**config.mk**
```make
export PLATFORM = sky130hd
export DESIGN_NAME = addr_remap_unit
export DESIGN_NICKNAME = d
export VERILOG_FILES = /design/src/rtl/arm_pkg.sv /design/src/rtl/arm_l1_tlb.sv /design/src/rtl/arm_l2_walker.sv /design/src/rtl/arm_miss_fifo.sv /design/src/rtl/addr_remap_unit.sv
export SDC_FILE = /design/constraint.sdc
export NUM_CORES = 2
export LEC_CHECK = 0
export BUFFER_PORTS_ARGS = -buffer_cell sky130_fd_sc_hd__buf_4
export CORE_MARGIN = 4
export CORE_UTILIZATION = 30
export CTS_BUF_LIST = sky130_fd_sc_hd__clkbuf_8
export DETAILED_ROUTE_END_ITERATION = 16
export MAX_ROUTING_LAYER = met4
export SYNTH_ARGS = -nofsm -noshare
export SYNTH_HDL_FRONTEND = slang
export SYNTH_SLANG_ARGS = --single-unit
```
**constraint.sdc**
```tcl
create_clock -name clk -period 6.3 [get_ports clk]
set_input_delay 1.575 -clock clk [delete_from_list [all_inputs] [get_ports clk]]
set_output_delay 1.575 -clock clk [all_outputs]
set_load 0.1 [all_outputs]
```
**src/rtl/arm_pkg.sv**
```systemverilog
package arm_pkg;
  localparam int unsigned ADDR_W = 32;
  localparam int unsigned PAGE_W = 12;
  localparam int unsigned VPN_W  = ADDR_W - PAGE_W;

  typedef logic [ADDR_W-1:0] addr_t;
  typedef logic [VPN_W-1:0]  vpn_t;

  typedef enum logic {
    WK_IDLE   = 1'b0,
    WK_SEARCH = 1'b1
  } walk_st_e;

  typedef struct packed {
    logic ok_rd;
    logic ok_wr;
  } perm_t;

  typedef struct packed {
    logic  wr;
    addr_t va;
  } miss_rec_t;
endpackage

```
**src/rtl/arm_l1_tlb.sv**
```systemverilog
module arm_l1_tlb
  import arm_pkg::*;
#(
  parameter int unsigned ENTRIES = 8,
  localparam int unsigned SEL_W  = $clog2(ENTRIES)
) (
  input  logic             clk,
  input  logic             rst_n,
  input  logic             cfg_we,
  input  logic [SEL_W-1:0] cfg_sel,
  input  addr_t            cfg_vbase,
  input  addr_t            cfg_vend,
  input  addr_t            cfg_pbase,
  input  perm_t            cfg_perm,
  input  logic             cfg_en,
  input  addr_t            lk_va,
  input  logic             lk_wr,
  output logic             lk_hit,
  output addr_t            lk_pa
);

  addr_t vbase_q [ENTRIES];
  addr_t vend_q  [ENTRIES];
  addr_t pbase_q [ENTRIES];
  perm_t perm_q  [ENTRIES];
  logic [ENTRIES-1:0] valid_q;
  logic [ENTRIES-1:0] valid_d;
  logic [ENTRIES-1:0] match;
  logic [SEL_W-1:0]   pick;

  always_comb begin
    valid_d = valid_q;
    if (cfg_we) valid_d[cfg_sel] = cfg_en;
  end

  always_ff @(posedge clk or negedge rst_n) begin
    if (!rst_n) valid_q <= '0;
    else        valid_q <= valid_d;
  end

  always_ff @(posedge clk) begin
    if (cfg_we) begin
      vbase_q[cfg_sel] <= cfg_vbase;
      vend_q[cfg_sel]  <= cfg_vend;
      pbase_q[cfg_sel] <= cfg_pbase;
      perm_q[cfg_sel]  <= cfg_perm;
    end
  end

  for (genvar e = 0; e < ENTRIES; e++) begin : g_ent
    assign match[e] = valid_q[e] && (lk_va >= vbase_q[e]) && (lk_va <= vend_q[e]) &&
                      (lk_wr ? perm_q[e].ok_wr : perm_q[e].ok_rd);
  end

  always_comb begin
    pick = '0;
    for (int e = ENTRIES - 1; e >= 0; e--) begin
      if (match[e]) pick = SEL_W'(e);
    end
  end

  assign lk_hit = |match;
  assign lk_pa  = pbase_q[pick] + (lk_va - vbase_q[pick]);

endmodule

```
**src/rtl/arm_l2_walker.sv**
```systemverilog
module arm_l2_walker
  import arm_pkg::*;
#(
  parameter int unsigned SETS   = 4,
  parameter int unsigned WAYS   = 16,
  parameter int unsigned ID_W   = 2,
  localparam int unsigned SET_W  = $clog2(SETS),
  localparam int unsigned WAY_W  = $clog2(WAYS),
  localparam int unsigned SLOT_W = SET_W + WAY_W,
  localparam int unsigned SLOTS  = SETS * WAYS,
  localparam int unsigned CYC_W  = WAY_W + 1
) (
  input  logic              clk,
  input  logic              rst_n,
  input  logic              cfg_we,
  input  logic [SLOT_W-1:0] cfg_slot,
  input  vpn_t              cfg_vpn,
  input  vpn_t              cfg_ppn,
  input  perm_t             cfg_perm,
  input  logic              cfg_en,
  input  logic              st_go,
  input  logic [ID_W-1:0]   st_id,
  input  addr_t             st_va,
  input  logic              st_wr,
  output logic              busy,
  output logic              fin_hit,
  output logic              fin_miss,
  output logic [ID_W-1:0]   res_id,
  output addr_t             res_va,
  output logic              res_wr,
  output addr_t             res_pa,
  output logic [CYC_W-1:0]  cycles_o
);

  vpn_t  tag_q  [SLOTS];
  vpn_t  ppn_q  [SLOTS];
  perm_t perm_q [SLOTS];
  logic [SLOTS-1:0] valid_q, valid_d;

  walk_st_e         st_q, st_d;
  logic [WAY_W-1:0] way_q, way_d;
  logic [SET_W-1:0] set_q, set_d;
  logic [ID_W-1:0]  id_q, id_d;
  addr_t            va_q, va_d;
  logic             wr_q, wr_d;
  logic [CYC_W-1:0] cyc_q, cyc_d;

  logic [SLOT_W-1:0] slot;
  logic              probe_hit;
  logic              last_way;

  always_comb begin
    valid_d = valid_q;
    if (cfg_we) valid_d[cfg_slot] = cfg_en;
  end

  always_ff @(posedge clk or negedge rst_n) begin
    if (!rst_n) valid_q <= '0;
    else        valid_q <= valid_d;
  end

  always_ff @(posedge clk) begin
    if (cfg_we) begin
      tag_q[cfg_slot]  <= cfg_vpn;
      ppn_q[cfg_slot]  <= cfg_ppn;
      perm_q[cfg_slot] <= cfg_perm;
    end
  end

  assign slot      = {set_q, way_q};
  assign busy      = (st_q == WK_SEARCH);
  assign last_way  = (way_q == WAY_W'(WAYS - 1));
  assign probe_hit = valid_q[slot] && (tag_q[slot] == va_q[ADDR_W-1:PAGE_W]) &&
                     (wr_q ? perm_q[slot].ok_wr : perm_q[slot].ok_rd);
  assign fin_hit   = busy && probe_hit;
  assign fin_miss  = busy && !probe_hit && last_way;
  assign res_id    = id_q;
  assign res_va    = va_q;
  assign res_wr    = wr_q;
  assign res_pa    = {ppn_q[slot], va_q[PAGE_W-1:0]};
  assign cycles_o  = cyc_q;

  always_comb begin
    st_d  = st_q;
    way_d = way_q;
    set_d = set_q;
    id_d  = id_q;
    va_d  = va_q;
    wr_d  = wr_q;
    cyc_d = cyc_q;
    if (st_q == WK_IDLE) begin
      if (st_go) begin
        st_d  = WK_SEARCH;
        way_d = '0;
        set_d = st_va[PAGE_W +: SET_W];
        id_d  = st_id;
        va_d  = st_va;
        wr_d  = st_wr;
      end
    end else begin
      if (fin_hit || fin_miss) begin
        st_d  = WK_IDLE;
        cyc_d = {1'b0, way_q} + CYC_W'(1);
      end else begin
        way_d = way_q + WAY_W'(1);
      end
    end
  end

  always_ff @(posedge clk or negedge rst_n) begin
    if (!rst_n) begin
      st_q  <= WK_IDLE;
      way_q <= '0;
      set_q <= '0;
      id_q  <= '0;
      va_q  <= '0;
      wr_q  <= 1'b0;
      cyc_q <= '0;
    end else begin
      st_q  <= st_d;
      way_q <= way_d;
      set_q <= set_d;
      id_q  <= id_d;
      va_q  <= va_d;
      wr_q  <= wr_d;
      cyc_q <= cyc_d;
    end
  end

endmodule

```
**src/rtl/arm_miss_fifo.sv**
```systemverilog
module arm_miss_fifo
  import arm_pkg::*;
#(
  parameter int unsigned DEPTH = 2,
  parameter int unsigned ID_W  = 2,
  localparam int unsigned PTR_W = (DEPTH > 1) ? $clog2(DEPTH) : 1,
  localparam int unsigned CNT_W = PTR_W + 1
) (
  input  logic            clk,
  input  logic            rst_n,
  input  logic            push,
  input  logic [ID_W-1:0] push_id,
  input  miss_rec_t       push_rec,
  input  logic            pop,
  output logic            full,
  output logic            empty,
  output logic [ID_W-1:0] head_id,
  output miss_rec_t       head_rec
);

  logic [ID_W-1:0] id_mem  [DEPTH];
  miss_rec_t       rec_mem [DEPTH];
  logic [PTR_W-1:0] wp_q, wp_d, rp_q, rp_d;
  logic [CNT_W-1:0] cnt_q, cnt_d;
  logic do_push, do_pop;

  assign full     = (cnt_q == CNT_W'(DEPTH));
  assign empty    = (cnt_q == '0);
  assign do_push  = push && !full;
  assign do_pop   = pop && !empty;
  assign head_id  = id_mem[rp_q];
  assign head_rec = rec_mem[rp_q];

  always_comb begin
    wp_d  = wp_q;
    rp_d  = rp_q;
    cnt_d = cnt_q;
    if (do_push) wp_d = (wp_q == PTR_W'(DEPTH - 1)) ? '0 : wp_q + PTR_W'(1);
    if (do_pop)  rp_d = (rp_q == PTR_W'(DEPTH - 1)) ? '0 : rp_q + PTR_W'(1);
    if (do_push && !do_pop)      cnt_d = cnt_q + CNT_W'(1);
    else if (do_pop && !do_push) cnt_d = cnt_q - CNT_W'(1);
  end

  always_ff @(posedge clk or negedge rst_n) begin
    if (!rst_n) begin
      wp_q  <= '0;
      rp_q  <= '0;
      cnt_q <= '0;
    end else begin
      wp_q  <= wp_d;
      rp_q  <= rp_d;
      cnt_q <= cnt_d;
    end
  end

  always_ff @(posedge clk) begin
    if (do_push) begin
      id_mem[wp_q]  <= push_id;
      rec_mem[wp_q] <= push_rec;
    end
  end

endmodule

```
**src/rtl/addr_remap_unit.sv**
```systemverilog
module addr_remap_unit
  import arm_pkg::*;
#(
  parameter int unsigned NUM_CORES  = 4,
  parameter int unsigned L1_ENTRIES = 8,
  parameter int unsigned L2_SETS    = 4,
  parameter int unsigned L2_WAYS    = 16,
  parameter int unsigned MQ_DEPTH   = 2,
  localparam int unsigned ID_W      = $clog2(NUM_CORES),
  localparam int unsigned L1_SEL_W  = $clog2(L1_ENTRIES),
  localparam int unsigned WAY_W     = $clog2(L2_WAYS),
  localparam int unsigned SLOT_W    = $clog2(L2_SETS) + WAY_W,
  localparam int unsigned CFG_IDX_W = (SLOT_W > L1_SEL_W) ? SLOT_W : L1_SEL_W
) (
  input  logic                 clk,
  input  logic                 rst_n,
  input  logic                 req_valid,
  output logic                 req_ready,
  input  logic [ID_W-1:0]      req_id,
  input  logic [ADDR_W-1:0]    req_addr,
  input  logic                 req_write,
  output logic                 mem_valid,
  output logic [ID_W-1:0]      mem_id,
  output logic [ADDR_W-1:0]    mem_addr,
  output logic                 mem_write,
  output logic                 err_valid,
  output logic [ID_W-1:0]      err_id,
  input  logic                 cfg_we,
  input  logic                 cfg_l2,
  input  logic [CFG_IDX_W-1:0] cfg_idx,
  input  logic [ADDR_W-1:0]    cfg_vbase,
  input  logic [ADDR_W-1:0]    cfg_vend,
  input  logic [ADDR_W-1:0]    cfg_pbase,
  input  logic                 cfg_rd_ok,
  input  logic                 cfg_wr_ok,
  input  logic                 cfg_en,
  output logic                 mq_valid,
  output logic [ID_W-1:0]      mq_id,
  output logic [ADDR_W-1:0]    mq_addr,
  output logic                 mq_write,
  input  logic                 mq_pop,
  input  logic                 wake_valid,
  input  logic [ID_W-1:0]      wake_id,
  output logic [NUM_CORES-1:0] core_sleep,
  output logic [WAY_W:0]       walk_cycles
);

  // reset: asserted at once, released on the clock
  logic rst_meta_q, srst_n;
  always_ff @(posedge clk or negedge rst_n) begin
    if (!rst_n) begin
      rst_meta_q <= 1'b0;
      srst_n     <= 1'b0;
    end else begin
      rst_meta_q <= 1'b1;
      srst_n     <= rst_meta_q;
    end
  end

  perm_t cfg_perm;
  assign cfg_perm = '{ok_rd: cfg_rd_ok, ok_wr: cfg_wr_ok};

  logic  l1_hit;
  addr_t l1_pa;

  arm_l1_tlb #(.ENTRIES(L1_ENTRIES)) l1_i (
    .clk       (clk),
    .rst_n     (srst_n),
    .cfg_we    (cfg_we && !cfg_l2),
    .cfg_sel   (cfg_idx[L1_SEL_W-1:0]),
    .cfg_vbase (cfg_vbase),
    .cfg_vend  (cfg_vend),
    .cfg_pbase (cfg_pbase),
    .cfg_perm  (cfg_perm),
    .cfg_en    (cfg_en),
    .lk_va     (req_addr),
    .lk_wr     (req_write),
    .lk_hit    (l1_hit),
    .lk_pa     (l1_pa)
  );

  logic            accept, walk_go;
  logic            walk_busy, walk_fin_hit, walk_fin_miss;
  logic [ID_W-1:0] walk_id;
  addr_t           walk_va, walk_pa;
  logic            walk_wr;

  arm_l2_walker #(.SETS(L2_SETS), .WAYS(L2_WAYS), .ID_W(ID_W)) l2_i (
    .clk      (clk),
    .rst_n    (srst_n),
    .cfg_we   (cfg_we && cfg_l2),
    .cfg_slot (cfg_idx[SLOT_W-1:0]),
    .cfg_vpn  (cfg_vbase[ADDR_W-1:PAGE_W]),
    .cfg_ppn  (cfg_pbase[ADDR_W-1:PAGE_W]),
    .cfg_perm (cfg_perm),
    .cfg_en   (cfg_en),
    .st_go    (walk_go),
    .st_id    (req_id),
    .st_va    (req_addr),
    .st_wr    (req_write),
    .busy     (walk_busy),
    .fin_hit  (walk_fin_hit),
    .fin_miss (walk_fin_miss),
    .res_id   (walk_id),
    .res_va   (walk_va),
    .res_wr   (walk_wr),
    .res_pa   (walk_pa),
    .cycles_o (walk_cycles)
  );

  logic      mq_full, mq_empty, mq_push;
  miss_rec_t mq_head;

  assign mq_push = walk_fin_miss && !mq_full;

  arm_miss_fifo #(.DEPTH(MQ_DEPTH), .ID_W(ID_W)) mq_i (
    .clk      (clk),
    .rst_n    (srst_n),
    .push     (mq_push),
    .push_id  (walk_id),
    .push_rec ('{wr: walk_wr, va: walk_va}),
    .pop      (mq_pop),
    .full     (mq_full),
    .empty    (mq_empty),
    .head_id  (mq_id),
    .head_rec (mq_head)
  );

  assign mq_valid = !mq_empty;
  assign mq_addr  = mq_head.va;
  assign mq_write = mq_head.wr;

  // request admission
  logic [NUM_CORES-1:0] sleep_q, sleep_d;

  assign req_ready = !sleep_q[req_id] && !(walk_busy && (!l1_hit || walk_fin_hit));
  assign accept    = req_valid && req_ready;
  assign walk_go   = accept && !l1_hit;

  always_comb begin
    sleep_d = sleep_q;
    if (wake_valid) sleep_d[wake_id] = 1'b0;
    if (mq_push)    sleep_d[walk_id] = 1'b1;
  end

  // output stage
  logic            mem_v_q, mem_v_d;
  logic [ID_W-1:0] mem_id_q, mem_id_d;
  addr_t           mem_pa_q, mem_pa_d;
  logic            mem_w_q, mem_w_d;
  logic            err_v_q, err_v_d;
  logic [ID_W-1:0] err_id_q, err_id_d;

  always_comb begin
    mem_v_d  = 1'b0;
    mem_id_d = mem_id_q;
    mem_pa_d = mem_pa_q;
    mem_w_d  = mem_w_q;
    if (accept && l1_hit) begin
      mem_v_d  = 1'b1;
      mem_id_d = req_id;
      mem_pa_d = l1_pa;
      mem_w_d  = req_write;
    end else if (walk_fin_hit) begin
      mem_v_d  = 1'b1;
      mem_id_d = walk_id;
      mem_pa_d = walk_pa;
      mem_w_d  = walk_wr;
    end
    err_v_d  = walk_fin_miss && mq_full;
    err_id_d = (walk_fin_miss && mq_full) ? walk_id : err_id_q;
  end

  always_ff @(posedge clk or negedge srst_n) begin
    if (!srst_n) begin
      sleep_q  <= '0;
      mem_v_q  <= 1'b0;
      mem_id_q <= '0;
      mem_pa_q <= '0;
      mem_w_q  <= 1'b0;
      err_v_q  <= 1'b0;
      err_id_q <= '0;
    end else begin
      sleep_q  <= sleep_d;
      mem_v_q  <= mem_v_d;
      mem_id_q <= mem_id_d;
      mem_pa_q <= mem_pa_d;
      mem_w_q  <= mem_w_d;
      err_v_q  <= err_v_d;
      err_id_q <= err_id_d;
    end
  end

  assign mem_valid  = mem_v_q;
  assign mem_id     = mem_id_q;
  assign mem_addr   = mem_pa_q;
  assign mem_write  = mem_w_q;
  assign err_valid  = err_v_q;
  assign err_id     = err_id_q;
  assign core_sleep = sleep_q;

endmodule

```
==> impl_metrics.toml <==
[clock_network]
cts-root-buf = "clkbuf_8"
htreeDepth = 6
numCtsBuffers = 620
path_clk_slew_ns = 0.06
cts.hold.buffers_added = 0
clock_sinks = 3708
cts_tree = "done"
insertion_delay_ns = 1.25
cts_buffer_depth = 4

[routing]
final_antenna_net_count = 0
drt_iter0_markers = 11815
via_count = 91389
drc = 0
avgViaCountPerCell = 5.20
wl_mm = 512
wl_per_cell_um = 29.2
firstDrtPassIters = 5

[global_route]
grt_usage = 0.193
antenna_found_initial = 58
first_global_vias = 91924
grt_first_pass_wirelength_mm = 710
grt-ovfl-total = 0
grt_max_degree = 106

[cells_and_area]
final_layout_size_suffix_gt1_frac = 0.342
area_growth_pct = 22.5
fin_nets = 10883
final_cell_count_no_fill = 17571

[worst_hold_path]
hp-class = "in -> async"

[outcome]
violations = "setup timing"
status = "finished with violations"

[synthesis]
seq_area_frac_synth = 0.711
synth_edf_count = 3542
synth_flop_cell = "edfxtp_1"
synthTopCellsByArea = "edfxtp_1 68%, mux4_2 11%, ha_1 4.4%, dfrtp_1 2.7%, mux2_2 1.7%"
avgSynthCellArea_um2 = 18.3
yosys.area.top_type = "edfxtp_1"
ys_seq_elements = 3708
yosysMostFrequentCell = "edfxtp_1"
yosys.cell_types.count = 85
synth.net_count = 9213
ys_top_cells_by_count = "3542 x edfxtp_1, 738 x mux4_2, 562 x inv_1, 546 x ha_1, 343 x a21oi_1"
yosys_warnings = 0
synthArstFlopShare = 0.0448
netlist.area_leader.share = 0.684
synth_area_um2 = 155000
synthCells = 8487

[worst_setup_path]
cp-end-kind = "register"
crit_fanout = 7
slowest_stage = "or4_4"
critPathMaxStageDelay_ns = 0.58
path_common_cell = "buf_4"
worstSetupPathType = "in -> reg"
cp.required_ns = 7.35
cp-start-kind = "input port"
critPathArrivalTime_ns = 8.23

[sta]
finalCritPeriodShare = 1.14
report.final.hold_viol_count = 0
setup_ws_ns = -0.878
rsz0062_at_grt = "yes"
slew_viol_final = 0
hold_slack_ns = 0.180
relSlewSlack = 0.158
fin_worst_skew_ns = 0.0965
setup_viol = 25
min_period_ns = 7.18
max_freq_mhz = 139
max_slew.worst_pin.slew_ns = 1.26

[die]
io_pins = 234
die_area_um2 = 530000
die_h_um = 728
die_w_um = 728
start_util = 0.301
num_rows = 264
core_region_area_um2 = 517000

[power]
cellInternalPower_mw = 48.4
power_frac_comb = 0.336
power_density_nw_per_um2 = 382
clock_power_share = 0.273
netSwitchingFraction = 0.334
switchingPower_mw = 24.3
p_leak_nw = 67.4
ir_drop_mv = 0.274
seq_power_share = 0.390

[run]
maxCapViolCount = 0

[placement]
placed_cells = 16296
gp_congestion = 0.925
dp_hpwl_mm = 317
io_buffers = 233
[cells by family (layout without fill, tap and decap cells)]
group | count (synthesis) | after routing | synth area share
compound gates | 1083 | 1083 | 0.0451
xor+xnor | 89 | 89 | 0.00501
fa+ha+maj | 577 | 577 | 0.0479
buf+inv | 905 | 3049 | 0.0254
flops | 3708 | 3708 | 0.711
mux | 1150 | 1150 | 0.136
other cells | 1 | 25 | 0.0000241
simple gates | 974 | 974 | 0.0300
[cell usage in the layout, fill, tap and decap left out, types with 24 or more instances in the layout]
master,synthesis,final
a211oi_1,122,77
edfxtp_1,3542,3542
dfrtp_1,166,158
nand2_1,253,239
nor2_4,0,77
xor2_1,39,34
clkinv_2,0,59
fa_1,31,28
o21ai_0,175,110
nand2b_1,37,30
a21oi_2,0,58
mux2_2,230,227
ha_4,0,52
a211oi_2,0,39
buf_16,0,31
a22oi_1,55,50
nor2b_1,42,35
mux2i_1,177,166
xnor2_1,50,38
diode_2,0,24
nor3_1,44,33
buf_12,7,119
ha_1,546,489
a21oi_1,343,274
nor2_1,316,221
a21o_1,93,93
nand4_1,97,97
nand3_1,69,66
o21ai_1,5,44
clkinv_1,0,122
o211ai_1,67,67
inv_1,562,764
clkbuf_8,0,639
buf_6,34,77
buf_4,26,1131
mux4_2,738,738
[sequential cells by signal (all words and copies together), names as in the netlist, 5 cells and up]
name / flops
l1_i.pbase_q: 256
l1_i.perm_q: 16
l1_i.valid_q: 8
l1_i.vbase_q: 256
l1_i.vend_q: 256
l2_i.cycles_o: 5
l2_i.perm_q: 128
l2_i.ppn_q: 1280
l2_i.res_va: 32
l2_i.tag_q: 1280
l2_i.valid_q: 64
mem_addr: 32
mq_i.rec_mem: 66
[final timing paths]
kind / startpoint / endpoint / slack, ns / cells past startpoint
hold / removal: rst_n / rst_meta_q / 0.18 / 1
max in group asynchronous: srst_n / l2_i.res_va[25] / 4.79 / 1
hold reg to reg: srst_n / l2_i.res_va[2] / 0.24 / 0
min in group clk: rst_meta_q / srst_n / 0.37 / 0
setup / recovery: req_addr[31] / mem_addr[30] / -0.88 / 34
setup reg to reg: l1_i.vend_q[0][6] / mem_addr[30] / -0.69 / 33
[metrics by stage]
step | utilization | cell area (µm²) | setup slack [ns] | power [mW] | setup TNS, ns
finish | 0.369 | 191000 | -0.878 | 72.7 | -10.92
global route | 0.369 | 191000 | -1.07 | 75.5 | -14.28
CTS | 0.364 | 188000 | -0.677 | 72.1 | -6.69
detailed placement | 0.336 | 174000 | -2.91 | 50.5 | -67.29
global placement | 0.336 | 174000 | -3.31 | 50.3 | -79.30
floorplan | - | 156000 | -1.29 | 41.9 | -16.20
[layer usage]
layer	global-route usage	share of wire	vias up	wire [µm]
li1	-	-	37549	-
met1	0.253	0.40	48090	206000
met2	0.304	0.47	4792	242000
met3	0.0366	0.093	958	47400
met4	0.0587	0.034	0	17600
met5	-	0	-	0
[power by group through the flow]
stage | clock (mW) | sequential, mW | combinational (mW)
after CTS | 20.3 | 28.4 | 23.4
final | 19.9 | 28.4 | 24.5
after detailed placement | 0 | 29.0 | 21.5
after global routing | 21.5 | 28.4 | 25.6
after global placement | 0 | 28.9 | 21.4
after floorplan | 0 | 29.2 | 12.6
[worst max-delay path, delay by kind of cell]
kind	cells	cell delay (ns)
and+or+nand+nor	8	1.82
buffers and inverters	8	1.16
adders and majority gates	3	1.17
xor gates and xnor gates	1	0.16
AOI/OAI and AO/OA	14	2.28
[cell type report]
class                   instances  area, µm²
flip-flops and latches       3708     111000
multi-input cells            3874      44600
clock buffers                 639       8790
well taps                    6916       8650
clock inverters               457       2480
repair buffers               1389      13300
diodes                         24       60.1
inverters                     564       2120
fillers                     47763     326000
[timing repair]
action / CTS / global route
gates resized for setup: 428 / 322
setup buffers: 82 / 56
pin swaps: 156 / 148
endpoints found under the setup margin: 30 / 28
gates cloned: 25 / 6
(Power assumes the default switching activity.)
